File: src/rtl/tuart_pkg.sv
package tuart_pkg;
  localparam int TICK_W = 16;
  localparam int DATA_W = 8;
  typedef logic [TICK_W-1:0] tick_t;

  // Next compare target: one bit-time past the base stamp (wraps modulo 2^TICK_W).
  function automatic tick_t next_edge(tick_t base, tick_t span);
    return base + span;
  endfunction

  // First receive sample: one and a half bit-times past the start-edge stamp.
  function automatic tick_t first_sample(tick_t base, tick_t span);
    return base + span + (span >> 1);
  endfunction
endpackage

File: src/rtl/tuart_timebase.sv
module tuart_timebase
  import tuart_pkg::*;
(
  input  logic  clk,
  input  logic  rst_n,
  output tick_t count
);
  always_ff @(posedge clk) begin
    if (!rst_n) count <= '0;
    else        count <= count + tick_t'(1);
  end

  assert_count_steps_R2: assert property (@(posedge clk) disable iff (!rst_n)
    $past(rst_n) |-> count == $past(count) + tick_t'(1));
endmodule

File: src/rtl/tuart_txchan.sv
module tuart_txchan
  import tuart_pkg::*;
#(
  parameter int DW = DATA_W
) (
  input  logic          clk,
  input  logic          rst_n,
  input  tick_t         count,
  input  tick_t         bit_ticks,
  input  logic          go,
  input  logic [DW-1:0] data,
  output logic          txd,
  output logic          active,
  output logic          hit
);
  localparam int IDX_W = $clog2(DW + 2);

  tick_t          target;
  tick_t          span_q;
  logic [IDX_W-1:0] idx;
  logic [DW-1:0]  shreg;

  assign hit = active && (count == target);

  always_ff @(posedge clk) begin
    if (!rst_n) begin
      txd    <= 1'b1;
      active <= 1'b0;
      target <= '0;
      span_q <= '0;
      idx    <= '0;
      shreg  <= '0;
    end else if (!active) begin
      if (go) begin
        active <= 1'b1;
        txd    <= 1'b0;
        idx    <= '0;
        shreg  <= data;
        span_q <= bit_ticks;
        target <= next_edge(count, bit_ticks);
      end
    end else if (hit) begin
      target <= next_edge(target, span_q);
      if (idx < IDX_W'(DW)) begin
        txd   <= shreg[0];
        shreg <= shreg >> 1;
        idx   <= idx + 1'b1;
      end else if (idx == IDX_W'(DW)) begin
        txd <= 1'b1;
        idx <= idx + 1'b1;
      end else begin
        active <= 1'b0;
      end
    end
  end

  assert_idle_line_high_R8: assert property (@(posedge clk) disable iff (!rst_n)
    !active |-> txd);
  assert_edge_on_match_R2: assert property (@(posedge clk) disable iff (!rst_n)
    !$stable(txd) |-> $past(hit || go));
  assert_span_frozen_R7: assert property (@(posedge clk) disable iff (!rst_n)
    ($past(active) && active) |-> $stable(span_q));
endmodule

File: src/rtl/tuart_rxchan.sv
module tuart_rxchan
  import tuart_pkg::*;
#(
  parameter int DW = DATA_W
) (
  input  logic          clk,
  input  logic          rst_n,
  input  tick_t         count,
  input  tick_t         bit_ticks,
  input  logic          block,
  input  logic          rxd,
  output logic          active,
  output logic          strobe,
  output logic [DW-1:0] byte_out,
  output logic          frame_err,
  output logic          fall_ev,
  output logic          hit
);
  localparam int IDX_W = $clog2(DW + 1);

  logic [1:0]       sync;
  logic             prev;
  tick_t            target;
  tick_t            span_q;
  logic [IDX_W-1:0] idx;
  logic [DW-1:0]    shreg;

  assign fall_ev = prev && !sync[1];
  assign hit     = active && (count == target);

  always_ff @(posedge clk) begin
    if (!rst_n) begin
      sync <= 2'b11;
      prev <= 1'b1;
    end else begin
      sync <= {sync[0], rxd};
      prev <= sync[1];
    end
  end

  always_ff @(posedge clk) begin
    if (!rst_n) begin
      active    <= 1'b0;
      strobe    <= 1'b0;
      byte_out  <= '0;
      frame_err <= 1'b0;
      target    <= '0;
      span_q    <= '0;
      idx       <= '0;
      shreg     <= '0;
    end else begin
      strobe <= 1'b0;
      if (!active) begin
        if (fall_ev && !block) begin
          active <= 1'b1;
          idx    <= '0;
          span_q <= bit_ticks;
          target <= first_sample(count, bit_ticks);
        end
      end else if (hit) begin
        target <= next_edge(target, span_q);
        if (idx < IDX_W'(DW)) begin
          shreg <= {sync[1], shreg[DW-1:1]};
          idx   <= idx + 1'b1;
        end else begin
          byte_out  <= shreg;
          frame_err <= !sync[1];
          strobe    <= 1'b1;
          active    <= 1'b0;
        end
      end
    end
  end

  assert_strobe_after_frame_R4: assert property (@(posedge clk) disable iff (!rst_n)
    strobe |-> $past(active) && !active);
  assert_strobe_single_R4: assert property (@(posedge clk) disable iff (!rst_n)
    strobe |=> !strobe);
  assert_err_with_strobe_R5: assert property (@(posedge clk) disable iff (!rst_n)
    !$stable(frame_err) |-> strobe);
endmodule

File: src/rtl/tuart_top.sv
module tuart_top
  import tuart_pkg::*;
(
  input  logic              clk,
  input  logic              rst_n,
  input  logic [TICK_W-1:0] bit_ticks,
  input  logic              tx_valid,
  input  logic [DATA_W-1:0] tx_byte,
  output logic              busy,
  output logic              txd,
  input  logic              rxd,
  output logic              rx_strobe,
  output logic [DATA_W-1:0] rx_byte,
  output logic              rx_frame_err
);
  tick_t count;
  logic  tx_active, rx_active, tx_go, tx_hit, rx_hit, rx_fall;

  assign tx_go = tx_valid && !tx_active && !rx_active;
  assign busy  = tx_active || rx_active;

  tuart_timebase u_time (.clk(clk), .rst_n(rst_n), .count(count));

  tuart_txchan #(.DW(DATA_W)) u_tx (
    .clk(clk), .rst_n(rst_n), .count(count), .bit_ticks(bit_ticks),
    .go(tx_go), .data(tx_byte), .txd(txd), .active(tx_active), .hit(tx_hit));

  tuart_rxchan #(.DW(DATA_W)) u_rx (
    .clk(clk), .rst_n(rst_n), .count(count), .bit_ticks(bit_ticks),
    .block(tx_active || tx_go), .rxd(rxd), .active(rx_active),
    .strobe(rx_strobe), .byte_out(rx_byte), .frame_err(rx_frame_err),
    .fall_ev(rx_fall), .hit(rx_hit));

  assert_half_duplex_R6: assert property (@(posedge clk) disable iff (!rst_n)
    !(tx_active && rx_active));
  assert_no_strobe_in_tx_R6: assert property (@(posedge clk) disable iff (!rst_n)
    $past(tx_active) |-> !rx_strobe);
  assert_busy_blocks_R3: assert property (@(posedge clk) disable iff (!rst_n)
    (busy && !tx_active) |=> (txd || !rx_active));
endmodule

File: config.mk
export PLATFORM = sky130hd
export DESIGN_NAME = tuart_top
export DESIGN_NICKNAME = d
export VERILOG_FILES = /design/src/rtl/tuart_pkg.sv /design/src/rtl/tuart_timebase.sv /design/src/rtl/tuart_txchan.sv /design/src/rtl/tuart_rxchan.sv /design/src/rtl/tuart_top.sv
export SDC_FILE = /design/constraint.sdc
export NUM_CORES = 1
export LEC_CHECK = 0
export ABC_AREA = 0
export BUFFER_PORTS_ARGS = -buffer_cell sky130_fd_sc_hd__buf_2
export CORE_MARGIN = 2
export CORE_UTILIZATION = 62
export CTS_CLUSTER_SIZE = 40
export DETAILED_ROUTE_END_ITERATION = 10
export GPL_ROUTABILITY_DRIVEN = 0
export PLACE_DENSITY = 0.79
export SETUP_SLACK_MARGIN = 0.2
export SYNTH_ARGS = -nofsm -noshare
export SYNTH_HDL_FRONTEND = slang
export SYNTH_SLANG_ARGS = --single-unit
File: constraint.sdc
create_clock -name clk -period 5.4 [get_ports clk]
set_input_delay 1.35 -clock clk [delete_from_list [all_inputs] [get_ports clk]]
set_output_delay 1.35 -clock clk [all_outputs]
set_load 0.03 [all_outputs]
==> results_dict.tcl <==
set metrics [dict create \
    status "completed" \
    postSynth.asyncResetShare 0 \
    root_buffer "clkbuf_16" \
    die-area_mm2 0.01360 \
    p_per_area_mw_per_mm2 301.4 \
    fin_ws_ns 0.6570 \
    cts_tree "yes" \
    startpoint_type "input pin" \
    fin_nets 1095 \
    ys_dominant_reg_cell "dfxtp_1" \
    slew_headroom 0.3993 \
    ys_warn_count 0 \
    clockBufferDepth 2 \
    hold_depth 1 \
    cts_setup_buffers 0 \
    multi_input_area_mm2 0.005187 \
    clk_pin_slew_ns 0.06 \
    ys_seq_area_frac 0.3056 \
    drv_cap 0 \
    dpl.hpwl_mm 13.85 \
    num_antenna_cells 0 \
    ys_seq_elements 120 \
    p_total_uw 2641 \
    nFillCells 1061 \
    post-route-period-util 0.8783 \
    antenna_left 0 \
    worstReg2RegStart "u_time.count[2]" \
    reg2reg_to "u_rx.target[15]" \
    setup_tns_ns 0 \
    worstSkewPairLatency_ns 0.42 \
    ff_latch_area_mm2 0.002402 \
    die-height_um 116.6 \
    synth.top_cell.area_share 0.3056 \
    grt-ovfl-total 0 \
    crit_required_ns 5.71 \
    syn_nets 1074 \
    drcViolationCount 0 \
    synth.largest_area_cell "dfxtp_1" \
    wire_per_inst_um 16.30 \
    finalHoldViolCount 0 \
    synth_cells 975 \
    setup_viol 0 \
    r2r_slack_ns 1.28 \
    rsz0062_at_grt "false" \
    worst_pin_slew_ns 0.8988 \
    synth_cell_type_count 61 \
    leakagePower_uw 0.003763 \
    first_iter_violations 644 \
    fin_crit_ns 4.743 \
    synth_common_cells "dfxtp_1 (120), nand2_1 (120), nor2_1 (104), a21oi_1 (101), ha_1 (67)" \
    cp.arrival_ns 5.05 \
    place_ws_ns 0.2527 \
    path_class "in -> reg" \
    ff2ff_path_depth 13 \
    crit_fanout 5 \
    post_synth.cell_area_avg_um2 8.063 \
    cts_buffers 17 \
    hold_buffers 0 \
    core_area_mm2 0.01252 \
    port_buffers 39 \
    start_util 0.6280 \
    grt_use_total 0.2952 \
    ioPinCount 40 \
    vias 6978 \
    drt-total-wl_mm 19.26 \
    grt_max_degree 61 \
    hold_end "u_rx.sync[1]" \
    grt_first_pass_wirelength_mm 31.36 \
    synthesis.area_mm2 0.007861 \
    via_per_inst 5.909 \
    hp-start "u_rx.sync[0]" \
    htree_levels 4 \
    grt_pass1_vias 6495 \
    drv_slew 0 \
    holdWs_ns 0.4172 \
    peakVddDrop_mv 0.2103 \
    drtPass1Iterations 5 \
    ctsResizeCount 0 \
    cts.sinks 120 \
    hold_path_class "reg -> reg" \
    yosys-top-cells-area "dfxtp_1 (31%), ha_1 (11%), a21oi_1 (6.4%), nand2_1 (5.7%), xnor2_1 (5.2%)" \
    synthToLayoutAreaGrowth_pct 11.46 \
    num_rows 41 \
    drive_above_1_share 0.08622 \
    antenna_found_initial 0 \
    crit_path_end_kind "register" \
    finClkSkew_ns 0.006460 \
    synth_edf_count 0 \
    chipWidth_um 116.6 \
    max_freq_ghz 0.2108 \
]
critical path, cell delays in order:
cell,delay (ns)
buf_2,0.14
ha_1,0.36
o21ai_0,0.13
o21a_1,0.22
o41ai_1,0.56
xor2_1,0.28
ha_1,0.33
a21o_1,0.20
or4_1,0.55
and3_1,0.20
o31ai_2,0.26
xor2_1,0.16
nor3_1,0.07
o31a_1,0.25
layout by cell type (no fill, tap or decap), types with 22 or more instances in the layout:
cell / n
nand3_1: 22
mux2i_1: 32
ha_1: 67
dfxtp_1: 120
nor2_1: 104
o21ai_0: 42
a21oi_1: 101
inv_1: 22
xor2_1: 43
buf_2: 39
xnor2_1: 47
nand2_1: 120
report_power, final:
group | internal [uW] | leakage, uW | switching, uW
Combinational | 185 | 0.00249 | 277
Sequential | 924 | 0.000977 | 35.4
Clock | 788 | 0.000301 | 432
Total | 1900 | 0.00376 | 744
per-stage QoR:
stage | area (um2) | instances | utilization
final | 8762 | 1181 | 0.7000
after global routing | 8762 | 1181 | 0.7000
after CTS | 8762 | 1181 | 0.7000
after detailed placement | 8128 | 1149 | 0.6493
after global placement | 8128 | 1149 | 0.6493
after floorplan | 7861 | 975 | -
metal layers:
metal | GRT usage | vias up | routed length, um
met3 | 0.05864 | 33 | 1072
met4 | 0.1145 | 0 | 412
li1 | - | 3507 | -
met5 | 0 | - | 0
met2 | 0.4709 | 189 | 8805
met1 | 0.3955 | 3249 | 8964
cell type report:
class                   count  share of cell area
clock buffers              19             0.05055
clock inverters            13             0.02185
inverters                  24             0.01028
multi-input cells         789              0.5920
flip-flops and latches    120              0.2742
well taps                 172             0.02456
repair buffers             44             0.02656
state kept, by name (all words and copies together) (netlist names), 2 cells and up:
register,count
u_rx.byte_out,8
u_tx.span_q,16
u_time.count,16
u_rx.span_q,16
u_tx.shreg,8
u_tx.idx,4
u_tx.target,16
u_rx.shreg,8
u_rx.target,16
u_rx.idx,4
u_rx.sync,2
kinds of logic after synthesis:
kind of cell    count (synthesis)  synth area share
compound gates                245            0.1939
fa+ha+maj                      71            0.1168
xor+xnor                       90            0.1003
simple gates                  348            0.2039
mux                            35           0.04504
flops                         120            0.3056
buf+inv                        66           0.03454
worst max path at each step:
stage	start	end	slack (ns)
3_5_place_dp	bit_ticks[2]	u_rx.target[15]	0.25
5_1_grt	bit_ticks[2]	u_rx.target[15]	0.42
2_1_floorplan	bit_ticks[0]	u_rx.target[15]	0.73
3_3_place_gp	bit_ticks[2]	u_rx.target[15]	0.32
6_report	bit_ticks[2]	u_rx.target[15]	0.66
4_1_cts	bit_ticks[2]	u_rx.target[15]	0.70
(Power assumes the default switching activity.)
